--- config.mk ---
export PLATFORM = sky130hd
export DESIGN_NAME = rtc_ext_timer
export DESIGN_NICKNAME = d
export VERILOG_FILES = /design/src/rtl/rtc_pkg.sv /design/src/rtl/rtc_tick_counter.sv /design/src/rtl/rtc_sched_clamp.sv /design/src/rtl/rtc_cmp_chan.sv /design/src/rtl/rtc_ext_timer.sv
export SDC_FILE = /design/constraint.sdc
export NUM_CORES = 1
export LEC_CHECK = 0
export ABC_AREA = 1
export CAP_MARGIN = 20
export CORE_ASPECT_RATIO = 0.8
export CORE_MARGIN = 5
export CORE_UTILIZATION = 35
export CTS_CLUSTER_SIZE = 40
export DETAILED_ROUTE_END_ITERATION = 8
export DONT_BUFFER_PORTS = 1
export PLACE_DENSITY = 0.53
export SLEW_MARGIN = 5
export SYNTH_ARGS = -nofsm -noshare
export SYNTH_HDL_FRONTEND = slang
export SYNTH_SLANG_ARGS = --single-unit
--- constraint.sdc ---
create_clock -name clk_i -period 7.3 [get_ports clk_i]
set_clock_uncertainty 0.15 [all_clocks]
set_input_delay 0.73 -clock clk_i [delete_from_list [all_inputs] [get_ports clk_i]]
set_output_delay 0.73 -clock clk_i [all_outputs]
set_load 0.02 [all_outputs]
--- src/rtl/rtc_pkg.sv ---
package rtc_pkg;
  localparam int unsigned RTC_CNT_W    = 24;
  localparam int unsigned RTC_EXT_W    = 32;
  localparam int unsigned RTC_NUM_CH   = 3;
  localparam int unsigned RTC_MIN_LEAD = 2;
  localparam int unsigned RTC_PSC_DIV  = 1;
endpackage

--- src/rtl/rtc_tick_counter.sv ---
module rtc_tick_counter #(
  parameter int unsigned CNT_W   = 24,
  parameter int unsigned OVF_W   = 8,
  parameter int unsigned PSC_DIV = 1
) (
  input  logic             clk_i,
  input  logic             rst_ni,
  input  logic             tick_i,
  output logic             adv_o,
  output logic [CNT_W-1:0] cnt_o,
  output logic [OVF_W-1:0] ovf_cnt_o,
  output logic             ovf_pulse_o
);
  localparam logic [CNT_W-1:0] CNT_MAX = {CNT_W{1'b1}};

  logic adv;
  logic wrap;

  generate
    if (PSC_DIV <= 1) begin : g_no_psc
      assign adv = tick_i;
    end else begin : g_psc
      localparam int unsigned PSC_W = $clog2(PSC_DIV);
      localparam logic [PSC_W-1:0] PSC_LAST = PSC_W'(PSC_DIV - 1);
      logic [PSC_W-1:0] psc_q;
      assign adv = tick_i && (psc_q == PSC_LAST);
      always_ff @(posedge clk_i or negedge rst_ni) begin
        if (!rst_ni)     psc_q <= '0;
        else if (adv)    psc_q <= '0;
        else if (tick_i) psc_q <= psc_q + 1'b1;
      end
    end
  endgenerate

  assign wrap = adv && (cnt_o == CNT_MAX);

  always_ff @(posedge clk_i or negedge rst_ni) begin
    if (!rst_ni) begin
      cnt_o       <= '0;
      ovf_cnt_o   <= '0;
      ovf_pulse_o <= 1'b0;
    end else begin
      ovf_pulse_o <= wrap;
      if (adv) cnt_o <= cnt_o + 1'b1;
      // wrap count moves on the same edge so the wide value stays coherent
      if (wrap) ovf_cnt_o <= ovf_cnt_o + 1'b1;
    end
  end

  assign adv_o = adv;

  p_step_r2: assert property (@(posedge clk_i) disable iff (!rst_ni)
    adv && (cnt_o != CNT_MAX) |=> (cnt_o == $past(cnt_o) + 1'b1) && $stable(ovf_cnt_o));
  p_hold_r2: assert property (@(posedge clk_i) disable iff (!rst_ni)
    !adv |=> $stable(cnt_o) && $stable(ovf_cnt_o));
  p_wrap_r3: assert property (@(posedge clk_i) disable iff (!rst_ni)
    adv && (cnt_o == CNT_MAX) |=> (cnt_o == '0) && (ovf_cnt_o == $past(ovf_cnt_o) + 1'b1) && ovf_pulse_o);
  p_pulse_once_r3: assert property (@(posedge clk_i) disable iff (!rst_ni)
    ovf_pulse_o |=> !ovf_pulse_o);
endmodule

--- src/rtl/rtc_sched_clamp.sv ---
module rtc_sched_clamp #(
  parameter int unsigned EXT_W    = 32,
  parameter int unsigned CNT_W    = 24,
  parameter int unsigned MIN_LEAD = 2
) (
  input  logic [EXT_W-1:0] now_i,
  input  logic [EXT_W-1:0] target_i,
  output logic [CNT_W-1:0] cmp_val_o
);
  logic [EXT_W-1:0] safe;
  logic [EXT_W-1:0] diff;
  logic [EXT_W-1:0] sel;
  logic             late;

  always_comb begin
    safe = now_i + EXT_W'(MIN_LEAD);
    diff = target_i - safe;
    // signed distance copes with wide-count wrap
    late = $signed(diff) <= 0;
    sel  = late ? safe : target_i;
    cmp_val_o = sel[CNT_W-1:0];
  end

  // chosen target never lies behind the safe point
  always_comb begin
    a_lead_r7: assert ($signed(sel - safe) >= 0);
  end
endmodule

--- src/rtl/rtc_cmp_chan.sv ---
module rtc_cmp_chan #(
  parameter int unsigned CNT_W = 24
) (
  input  logic             clk_i,
  input  logic             rst_ni,
  input  logic             adv_i,
  input  logic [CNT_W-1:0] cnt_i,
  input  logic             load_i,
  input  logic [CNT_W-1:0] load_val_i,
  input  logic             evt_en_i,
  input  logic             irq_en_i,
  input  logic             evt_clr_i,
  output logic [CNT_W-1:0] cmp_o,
  output logic             evt_o,
  output logic             irq_o
);
  logic [CNT_W-1:0] cnt_nxt;
  logic             hit;

  assign cnt_nxt = cnt_i + 1'b1;
  // only the step onto the value counts, not a static equality
  assign hit = adv_i && (cnt_nxt == cmp_o);

  always_ff @(posedge clk_i or negedge rst_ni) begin
    if (!rst_ni) begin
      cmp_o <= '0;
      evt_o <= 1'b0;
    end else begin
      if (load_i) cmp_o <= load_val_i;
      if (hit && evt_en_i) evt_o <= 1'b1;
      else if (evt_clr_i)  evt_o <= 1'b0;
    end
  end

  assign irq_o = evt_o && irq_en_i;

  p_hit_r5: assert property (@(posedge clk_i) disable iff (!rst_ni)
    adv_i && (cnt_i + 1'b1 == cmp_o) && evt_en_i |=> evt_o);
  p_sticky_r8: assert property (@(posedge clk_i) disable iff (!rst_ni)
    evt_o && !evt_clr_i |=> evt_o);
  p_gate_r9: assert property (@(posedge clk_i) disable iff (!rst_ni)
    !evt_en_i && !evt_o |=> !evt_o);
  p_static_r6: assert property (@(posedge clk_i) disable iff (!rst_ni)
    !adv_i && !evt_o |=> !evt_o);
  p_cmp_hold_r7: assert property (@(posedge clk_i) disable iff (!rst_ni)
    !load_i |=> $stable(cmp_o));
endmodule

--- src/rtl/rtc_ext_timer.sv ---
module rtc_ext_timer
  import rtc_pkg::*;
#(
  parameter int unsigned CNT_W    = RTC_CNT_W,
  parameter int unsigned EXT_W    = RTC_EXT_W,
  parameter int unsigned NUM_CH   = RTC_NUM_CH,
  parameter int unsigned MIN_LEAD = RTC_MIN_LEAD,
  parameter int unsigned PSC_DIV  = RTC_PSC_DIV,
  localparam int unsigned OVF_W   = EXT_W - CNT_W,
  localparam int unsigned CH_W    = (NUM_CH > 1) ? $clog2(NUM_CH) : 1
) (
  input  logic                    clk_i,
  input  logic                    rst_ni,
  input  logic                    tick_i,
  input  logic                    sched_valid_i,
  input  logic [CH_W-1:0]         sched_ch_i,
  input  logic [EXT_W-1:0]        sched_target_i,
  input  logic [NUM_CH-1:0]       evt_en_i,
  input  logic [NUM_CH-1:0]       irq_en_i,
  input  logic [NUM_CH-1:0]       evt_clr_i,
  output logic [CNT_W-1:0]        cnt_o,
  output logic [EXT_W-1:0]        ext_ticks_o,
  output logic                    ovf_pulse_o,
  output logic [NUM_CH*CNT_W-1:0] cmp_o,
  output logic [NUM_CH-1:0]       evt_o,
  output logic [NUM_CH-1:0]       irq_o
);
  logic             adv;
  logic [OVF_W-1:0] ovf_cnt;
  logic [CNT_W-1:0] load_val;

  rtc_tick_counter #(
    .CNT_W  (CNT_W),
    .OVF_W  (OVF_W),
    .PSC_DIV(PSC_DIV)
  ) i_cnt (
    .clk_i      (clk_i),
    .rst_ni     (rst_ni),
    .tick_i     (tick_i),
    .adv_o      (adv),
    .cnt_o      (cnt_o),
    .ovf_cnt_o  (ovf_cnt),
    .ovf_pulse_o(ovf_pulse_o)
  );

  assign ext_ticks_o = {ovf_cnt, cnt_o};

  rtc_sched_clamp #(
    .EXT_W   (EXT_W),
    .CNT_W   (CNT_W),
    .MIN_LEAD(MIN_LEAD)
  ) i_clamp (
    .now_i    (ext_ticks_o),
    .target_i (sched_target_i),
    .cmp_val_o(load_val)
  );

  generate
    for (genvar c = 0; c < NUM_CH; c++) begin : g_ch
      logic load;
      assign load = sched_valid_i && (sched_ch_i == CH_W'(c));
      rtc_cmp_chan #(.CNT_W(CNT_W)) i_chan (
        .clk_i     (clk_i),
        .rst_ni    (rst_ni),
        .adv_i     (adv),
        .cnt_i     (cnt_o),
        .load_i    (load),
        .load_val_i(load_val),
        .evt_en_i  (evt_en_i[c]),
        .irq_en_i  (irq_en_i[c]),
        .evt_clr_i (evt_clr_i[c]),
        .cmp_o     (cmp_o[c*CNT_W +: CNT_W]),
        .evt_o     (evt_o[c]),
        .irq_o     (irq_o[c])
      );
    end
  endgenerate

  p_ext_step_r4: assert property (@(posedge clk_i) disable iff (!rst_ni)
    adv |=> ext_ticks_o == $past(ext_ticks_o) + 1'b1);
  p_irq_needs_evt_r10: assert property (@(posedge clk_i) disable iff (!rst_ni)
    (irq_o & ~evt_o) == '0);
endmodule

==> impl_results.md, run 1 <==
- Hold slack: 0.124 ns
- CTS sink count: 108
- GPL Wtd Cong: 0.942
- Top post-synthesis cells by area: dfrtp_1 (29%), nand2_1 (19%), nand3_1 (8.8%)
- Status: finished, final reports clean
- Req. time, crit path: 7.40 ns
- Crit path time final: around 6 ns
- Critical Path AT: 5.97 ns
- Routed wire length: 33.4 mm
- Number of I/O port buffers: 0
- Starting DRT DRC Count: roughly 910
- Cells after synthesis: roughly 1400
- Switch share: 0.518
- Initial antenna violation count: 0
- Post-layout util: 0.371
- Top-area cell type share of the netlist area: 0.290
- Vias in the first global route: 8138
- Clock power frac: 0.173
- Mapped cell area: around 0.0093 sq mm
- # rows: 53
- First-pass GRT wire length: slightly above 50 mm
- Fin nets: between 1000 and 1500
- Layout cells sized above 1: 0.0537
- # IOs: approximately 180
- Die height: 156 microns
- CTS tree: built
- Final Hold Vio Count: 0
- CP max FO: 25
- Worst VDD drop: between 0.15 and 0.2 mV
- Area leader, netlist: dfrtp_1
- Placed wire-length estimate: around 27 mm
- CP Capture Type: flop
- Netlist cell types: 45
- Startpoint Class: flop
- Antenna viol nets, final: 0
- GRT Residual Overflow: 0
- Initial Utilization: 0.354
- Root Buffer: clkbuf_16
- Flop pwr share: 0.406
- PostCTS Resize Cnt: 0
- Most common cell in the synthesized netlist: nand2_1
- Leakage Power: approximately 5 nW
- WL/cell: approximately 19 microns
- DRC errors left: 0
- # diodes: 0
- Unrepaired setup endpoints after global routing: no
- Die X: slightly below 200 microns
- Post-DR vias/cell: 4.97
- Core outline area: roughly 0.026 sq mm
- Commonest cells post-synth: nand2_1 (483), inv_1 (199), nand3_1 (164)
- Syn_nets: between 1500 and 2000
- DRT Pass-1 Iters: 8
- Slew HR: 0.264
- Slew @ Worst Pin: 1.10 ns
- Mapped Avg Cell Area: 6.49 sq um
- Setup CP Type: reg -> reg
- CTS H-Tree Depth: 3
- Largest net degree at the start of global routing: between 100 and 150
- Tot GR Track Use: 0.219
- Max-Cap Viols: 0
- Pwr per Cell Area: 295 mW/mm^2
- Fin crit share: 0.804
- Number of synthesized flops with an enable pin: 0
- Synth async-reset ratio: 1.00
- P_sw: approximately 1.5 mW
- Min-Delay Path Class: in -> async
- CTS buffer count: 9
- #FFs+latches synth: ~110
- Setup TNS: 0 ns
- Die area: 0.0300 sq mm
- Internal power: 1.39 mW
- Final setup violation count: 0
- Fmax: about 0.17 GHz
- Sequential element share of the synthesized area: 0.290
- Longest Clk Path Bufs: 2
- Top_reg_cell synth: dfrtp_1
- Max Slew Vio Count: 0
- Yosys warns: 0
- Vias after detailed routing: 8725
- P&R area growth vs syn: 4.72%
- Clock transition at path regs: roughly 0.08 ns
- Gate power share: 0.420
- Clock latency on the worst-skew pair: ~0.37 ns
path summary, 6_finish.rpt:
| path | start | end | slack, ns | cells after the start |
|---|---|---|---|---|
| max | i_cnt.cnt_o[1] | g_ch[2].i_chan.cmp_o[16] | 1.43 | 24 |
| min | rst_ni | g_ch[1].i_chan.cmp_o[3] | 0.12 | 1 |
| min reg2reg | g_ch[1].i_chan.evt_o | g_ch[1].i_chan.evt_o | 0.49 | 2 |
| max in group asynchronous | rst_ni | i_cnt.cnt_o[18] | 6.38 | 1 |
| min in group clk_i | tick_i | i_cnt.cnt_o[0] | 0.29 | 1 |
| max reg2reg | i_cnt.cnt_o[1] | g_ch[2].i_chan.cmp_o[16] | 1.43 | 24 |
worst max-delay path, stage by stage (launching register included):
cell,delay [ns]
dfrtp_1,0.75
ha_1,0.34
nand3_2,0.16
nor2_1,0.33
nand2_1,0.14
nor3_1,0.27
nand2_1,0.11
nor4_2,0.36
nand3_1,0.25
nor3_1,0.24
xor2_1,0.12
ha_1,0.38
inv_1,0.11
nor3_1,0.36
nand2_1,0.09
nor2_1,0.17
nor2_1,0.08
nand3_1,0.08
nand3_1,0.13
nor2_2,0.19
nand2_4,0.20
nand2_4,0.38
nand2_1,0.17
nand3_1,0.10
nand2_1,0.07
cell families after synthesis:
group / share of synthesized area
AND/OR/NAND/NOR: 0.394
buffers and inverters: 0.123
flip-flops: 0.290
XOR/XNOR: 0.0986
AO/OA/AOI/OAI: 0.0464
adder cells (fa/ha/maj): 0.0479
power by group through the flow:
stage                     Sequential (mW)  Combinational [mW]  Clock [mW]
after floorplan                      1.02                1.02           0
final                                1.17                1.21       0.499
after detailed placement             1.19                1.18           0
after CTS                            1.17                1.20       0.506
after global routing                 1.20                1.37       0.524
after global placement               1.18                1.17           0
state kept, by name (all words and copies together) (netlist names):
signal	count
i_cnt.ovf_cnt_o	8
i_cnt.cnt_o	24
g_ch.i_chan.evt_o	3
g_ch.i_chan.cmp_o	72
i_cnt.ovf_pulse_o	1
metrics by stage:
| stage | setup WS, ns | cell area, sq um | total power [mW] | std cells |
|---|---|---|---|---|
| 4_1_cts | 1.54 | 9740 | 2.88 | 1754 |
| 5_1_grt | 0.891 | 9740 | 3.10 | 1754 |
| 6_report | 1.43 | 9740 | 2.88 | 1754 |
| 3_5_place_dp | 1.55 | 9430 | 2.37 | 1737 |
| 3_3_place_gp | 1.60 | 9430 | 2.36 | 1737 |
| 2_1_floorplan | 3.22 | 9310 | 2.04 | 1434 |
routing by layer:
metal	global-route usage	wire (microns)
met5	0	0
met4	0.0292	323
met3	0.0897	3880
met2	0.327	14000
met1	0.306	15300
cells in the final DEF, fill, tap and decap left out, types with 3 or more instances in the layout:
master     synthesis  routed
nand4_1           23      23
nand3_1          164     164
nand2_1          483     483
inv_2              6       6
nor3_1            26      24
o21bai_1           3       3
nor2_1            93      93
or2_2              6       6
o21ai_0           31      31
inv_1            199     199
nand3b_1           6       6
nand3_2            4       4
xor2_1            63      63
dfrtp_1          108     108
xnor2_1           38      38
nand2_2           17      17
nor3_2             4       6
clkbuf_16          0       9
o2111ai_1          4       4
a21oi_1           31      31
buf_4             32       4
nor2_2             8       8
ha_1              34      34
timing repair:
action                                 4_1_cts  5_1_grt
buffers inserted                             0        0
hold buffers                                 1        0
endpoints found under the hold margin      108        0
layout make-up:
class / instances / area (sq um)
Timing Repair Buffer: 5 / 57.6
Sequential cell: 108 / 2700
Tap cell: 357 / 447
Fill cell: 2921 / 16500
Clock inverter: 4 / 31.3
Clock buffer: 12 / 256
Multi-Input combinational cell: 1061 / 5470
Inverter: 207 / 778
Note: power is estimated with default switching activity, not from simulation.
==> inputs of run 2 (changes only) <==
- ABC_AREA: 1 -> 0
- clock period: 7.3 -> 5.45 ns (I/O delays scaled with it)
==> run 2 against run 1 <==
Sequential power increased by 9%. Synthesized area decreased by 7.9%. Combinational power increased by 18%. Setup slack got worse by 1.3 ns. Critical path depth decreased by 7. Utilization increased by 3.2 points. Sequential cell count unchanged. Final cell count decreased by 23%. Hold slack got worse by 0.0089 ns. Wire length decreased by 14%. Largest power group unchanged. Clock power increased by 37%. Global-route usage decreased by 1.5 points.
==> impl_results.md, run 2 <==
- Status: finished, final reports clean
- Die height: 150 microns (-3.8%)
- Fin nets: 1103 (-25%)
- Slew HR: 0.298 (+0.0343)
- # IOs: 182 (unchanged)
- Largest reg by FF count: g_ch.i_chan.cmp_o
- Final WS setup: 0.180 ns (-1.25 ns)
- Initial Utilization: 0.353 (-0.000888)
- Clock latency on the worst-skew pair: 0.37 ns (about the same)
- Final setup violation count: 0 (unchanged)
- Synth async-reset ratio: 1.00 (unchanged)
- Mapped cell area: 0.00857 sq mm (-7.9%)
- Cell Count Post-Placement: 1322 (-24%)
- Startpoint Class: flop
- Post-DR vias/cell: 5.57 (+12%)
- Commonest non-fill, non-tap cell in the layout: nand2_1
- R2r startpoint: i_cnt.cnt_o[3]
- Most frequent cells in the layout: nand2_1 (122), dfrtp_1 (106), buf_4 (91)
- Initial antenna violation count: 0 (unchanged)
- Largest net degree at the start of global routing: 109 (unchanged)
- Core outline area: 0.0242 sq mm (-7.7%)
- Clock transition at path regs: 0.09 ns (about the same)
- Fillers: 2474 (-15%)
- Setup TNS: 0 ns (unchanged)
- Top_reg_cell synth: dfrtp_1
- Routed wire length: 28.7 mm (-14%)
- CTS H-Tree Depth: 3 (unchanged)
- Critical Path AT: 5.33 ns (-0.64 ns)
- Syn_nets: 1076 (-29%)
- CTS buffer count: 9 (unchanged)
- Number of I/O port buffers: 0 (unchanged)
- Area leader, netlist: dfrtp_1
- Sequential element share of the synthesized area: 0.315 (+0.0249)
- Netlist cell types: 69 (+53%)
- Worst VDD drop: 0.164 mV (+7.3%)
- DP Worst Slack: 0.205 ns (-1.35 ns)
- Placed wire-length estimate: 22.8 mm (-16%)
- Slew @ Worst Pin: 1.05 ns (-0.0502 ns)
- Unrepaired setup endpoints after global routing: no
- Multi-input gate area in the final layout: 0.00543 sq mm (-0.82%)
- Longest Clk Path Bufs: 2 (unchanged)
- GRT Residual Overflow: 0 (unchanged)
- Number of synthesized flops with an enable pin: 0 (unchanged)
- Vias in the first global route: 7205 (-11%)
- Max-Cap Viols: 0 (unchanged)
- CTS sink count: 108 (unchanged)
- Vias after detailed routing: 7488 (-14%)
- Cells after synthesis: 994 (-31%)
- Most common cell in the synthesized netlist: nand2_1
- Tot GR Track Use: 0.204 (-0.0152)
- Pwr per Cell Area: 348 mW/mm^2 (+18%)
- Max Slew Vio Count: 0 (unchanged)
- Top-area cell type share of the netlist area: 0.315 (+0.0249)
- Mapped Avg Cell Area: 8.62 sq um (+33%)
- Top post-synthesis cells by area: dfrtp_1 (32%), xnor2_1 (8.7%), xor2_1 (8.4%)
- First-pass GRT wire length: 43.8 mm (-13%)
- Number of flip-flops in the largest register: 72 (unchanged)
- CTS tree: built
- Die area: 0.0277 sq mm (-7.4%)
- P&R area growth vs syn: 14.0%
- Final Hold Vio Count: 0 (unchanged)
- WL/cell: 21.3 microns (+12%)
- CP Capture Type: flop
- Yosys warns: 0 (unchanged)
- Setup CP Type: reg -> reg
- CP max FO: 18 (-28%)
- Non-Filler Instances: 1344 (-23%)
- Register area: 0.00271 sq mm (about the same)
- Die X: 185 microns (-3.8%)
- # diodes: 0 (unchanged)
- Req. time, crit path: 5.51 ns (-1.89 ns)
- DRT Pass-1 Iters: 5 (-3)
- Leakage Power: 3.95 nW (-22%)
- # rows: 51 (-3.8%)
- #FFs+latches synth: 108 (unchanged)
- Fin crit share: 0.967 (+0.163)
- Commonest cells post-synth: nand2_1 (122), dfrtp_1 (108), xnor2_1 (85)
- Min-Delay Path Class: in -> reg
- Starting DRT DRC Count: 573 (-37%)
- Critical Path Source: i_cnt.cnt_o[3]
- DRC errors left: 0 (unchanged)
- Biggest regs: g_ch.i_chan.cmp_o (72), i_cnt.cnt_o (24), i_cnt.ovf_cnt_o (8)
- GPL Wtd Cong: 0.895 (-5.0%)
- Crit path time final: 5.27 ns (-0.596 ns)
- HP Start: evt_clr_i[0]
- Root Buffer: clkbuf_16
- Layout cells sized above 1: 0.166 (+0.112)
- Fmax: 0.190 GHz (+11%)
- Antenna viol nets, final: 0 (unchanged)
[run 2: cell count changes in the layout (fill, tap and decap cells not counted), moves of 11 or more]
cell / before / now
xor2_1: 63 / 79
nand3_1: 164 / 39
inv_1: 199 / 20
nor2_1: 93 / 53
xnor2_1: 38 / 84
a31oi_1: 1 / 12
o31ai_1: 0 / 63
nand2_1: 483 / 122
buf_4: 4 / 91
a21boi_2: 0 / 19
nand2_2: 17 / 0
[run 2: path summary, 6_finish.rpt]
kind                                                 end  slack, ns  depth (start not counted)
worst max register to register  g_ch[0].i_chan.cmp_o[10]       0.18                         17
worst min register to register            i_cnt.cnt_o[3]       0.42                          1
min in group asynchronous        g_ch[1].i_chan.cmp_o[7]       0.65                          2
worst min-delay path                g_ch[0].i_chan.evt_o       0.12                          1
max in group asynchronous                i_cnt.cnt_o[23]       4.06                          2
worst max-delay path            g_ch[0].i_chan.cmp_o[10]       0.18                         17
[run 2: layer usage]
layer / vias to the layer above / track usage / part of all wire
met1: 3614 / 0.294 / 0.47
met2: 252 / 0.305 / 0.43
met3: 24 / 0.0588 / 0.086
met4: 0 / 0.0393 / 0.010
li1: 3598 / - / -
met5: - / 0 / 0
[run 2: kinds of logic (layout without fill, tap and decap cells)]
family	Yosys count	in the layout	share of synthesized area
AO/OA/AOI/OAI	226	226	0.194
XOR/XNOR	167	167	0.171
adder cells (fa/ha/maj)	35	35	0.0520
buffers and inverters	105	137	0.0631
flip-flops	108	108	0.315
multiplexers	5	5	0.00628
AND/OR/NAND/NOR	348	348	0.199
[run 2: report_power, final]
part           leakage (nW)  switching (mW)  total (mW)  internal [mW]
Sequential             1.39           0.339        1.28          0.942
Clock                 0.144           0.359       0.685          0.326
Combinational          2.42           0.858        1.43          0.573
[run 2: area by class of cell]
class | instances | area share
Clock buffer | 9 | 0.0231
Sequential cell | 108 | 0.277
Multi-Input combinational cell | 781 | 0.555
Tap cell | 318 | 0.0407
Inverter | 20 | 0.00768
Timing Repair Buffer | 101 | 0.0884
Clock inverter | 7 | 0.00794
[run 2: timing repair]
item,4_1_cts,5_1_grt
buffers inserted,0,4
setup endpoints to repair,0,72
endpoints found under the hold margin,108,0
hold buffers,2,0
gates resized for setup,0,19
[run 2: worst max-delay path, stage by stage (launching register included)]
cell and delay [ns]:
dfrtp_1 0.44, and3_1 0.21, and3_1 0.20, buf_4 0.15, nand3_1 0.08, xor2_1 0.33, ha_1 0.32, a21oi_1 0.24
o21a_1 0.23, nor2_1 0.08, o31a_1 0.31, or3_1 0.31, a2111o_1 0.44, or4_4 0.50, or4_4 0.60, buf_12 0.20
a21boi_2 0.21, o31ai_1 0.10
[run 2: stage by stage]
stage / total power, mW / util / hold slack (ns) / area [sq um]
final: 3.40 / 0.403 / 0.115 / 9770
after global routing: 3.61 / 0.403 / 0.112 / 9770
after CTS: 3.41 / 0.398 / 0.106 / 9660
after detailed placement: 2.70 / 0.384 / 0.105 / 9320
after global placement: 2.68 / 0.384 / 0.104 / 9320
after floorplan: 2.31 / - / 0.0994 / 8570
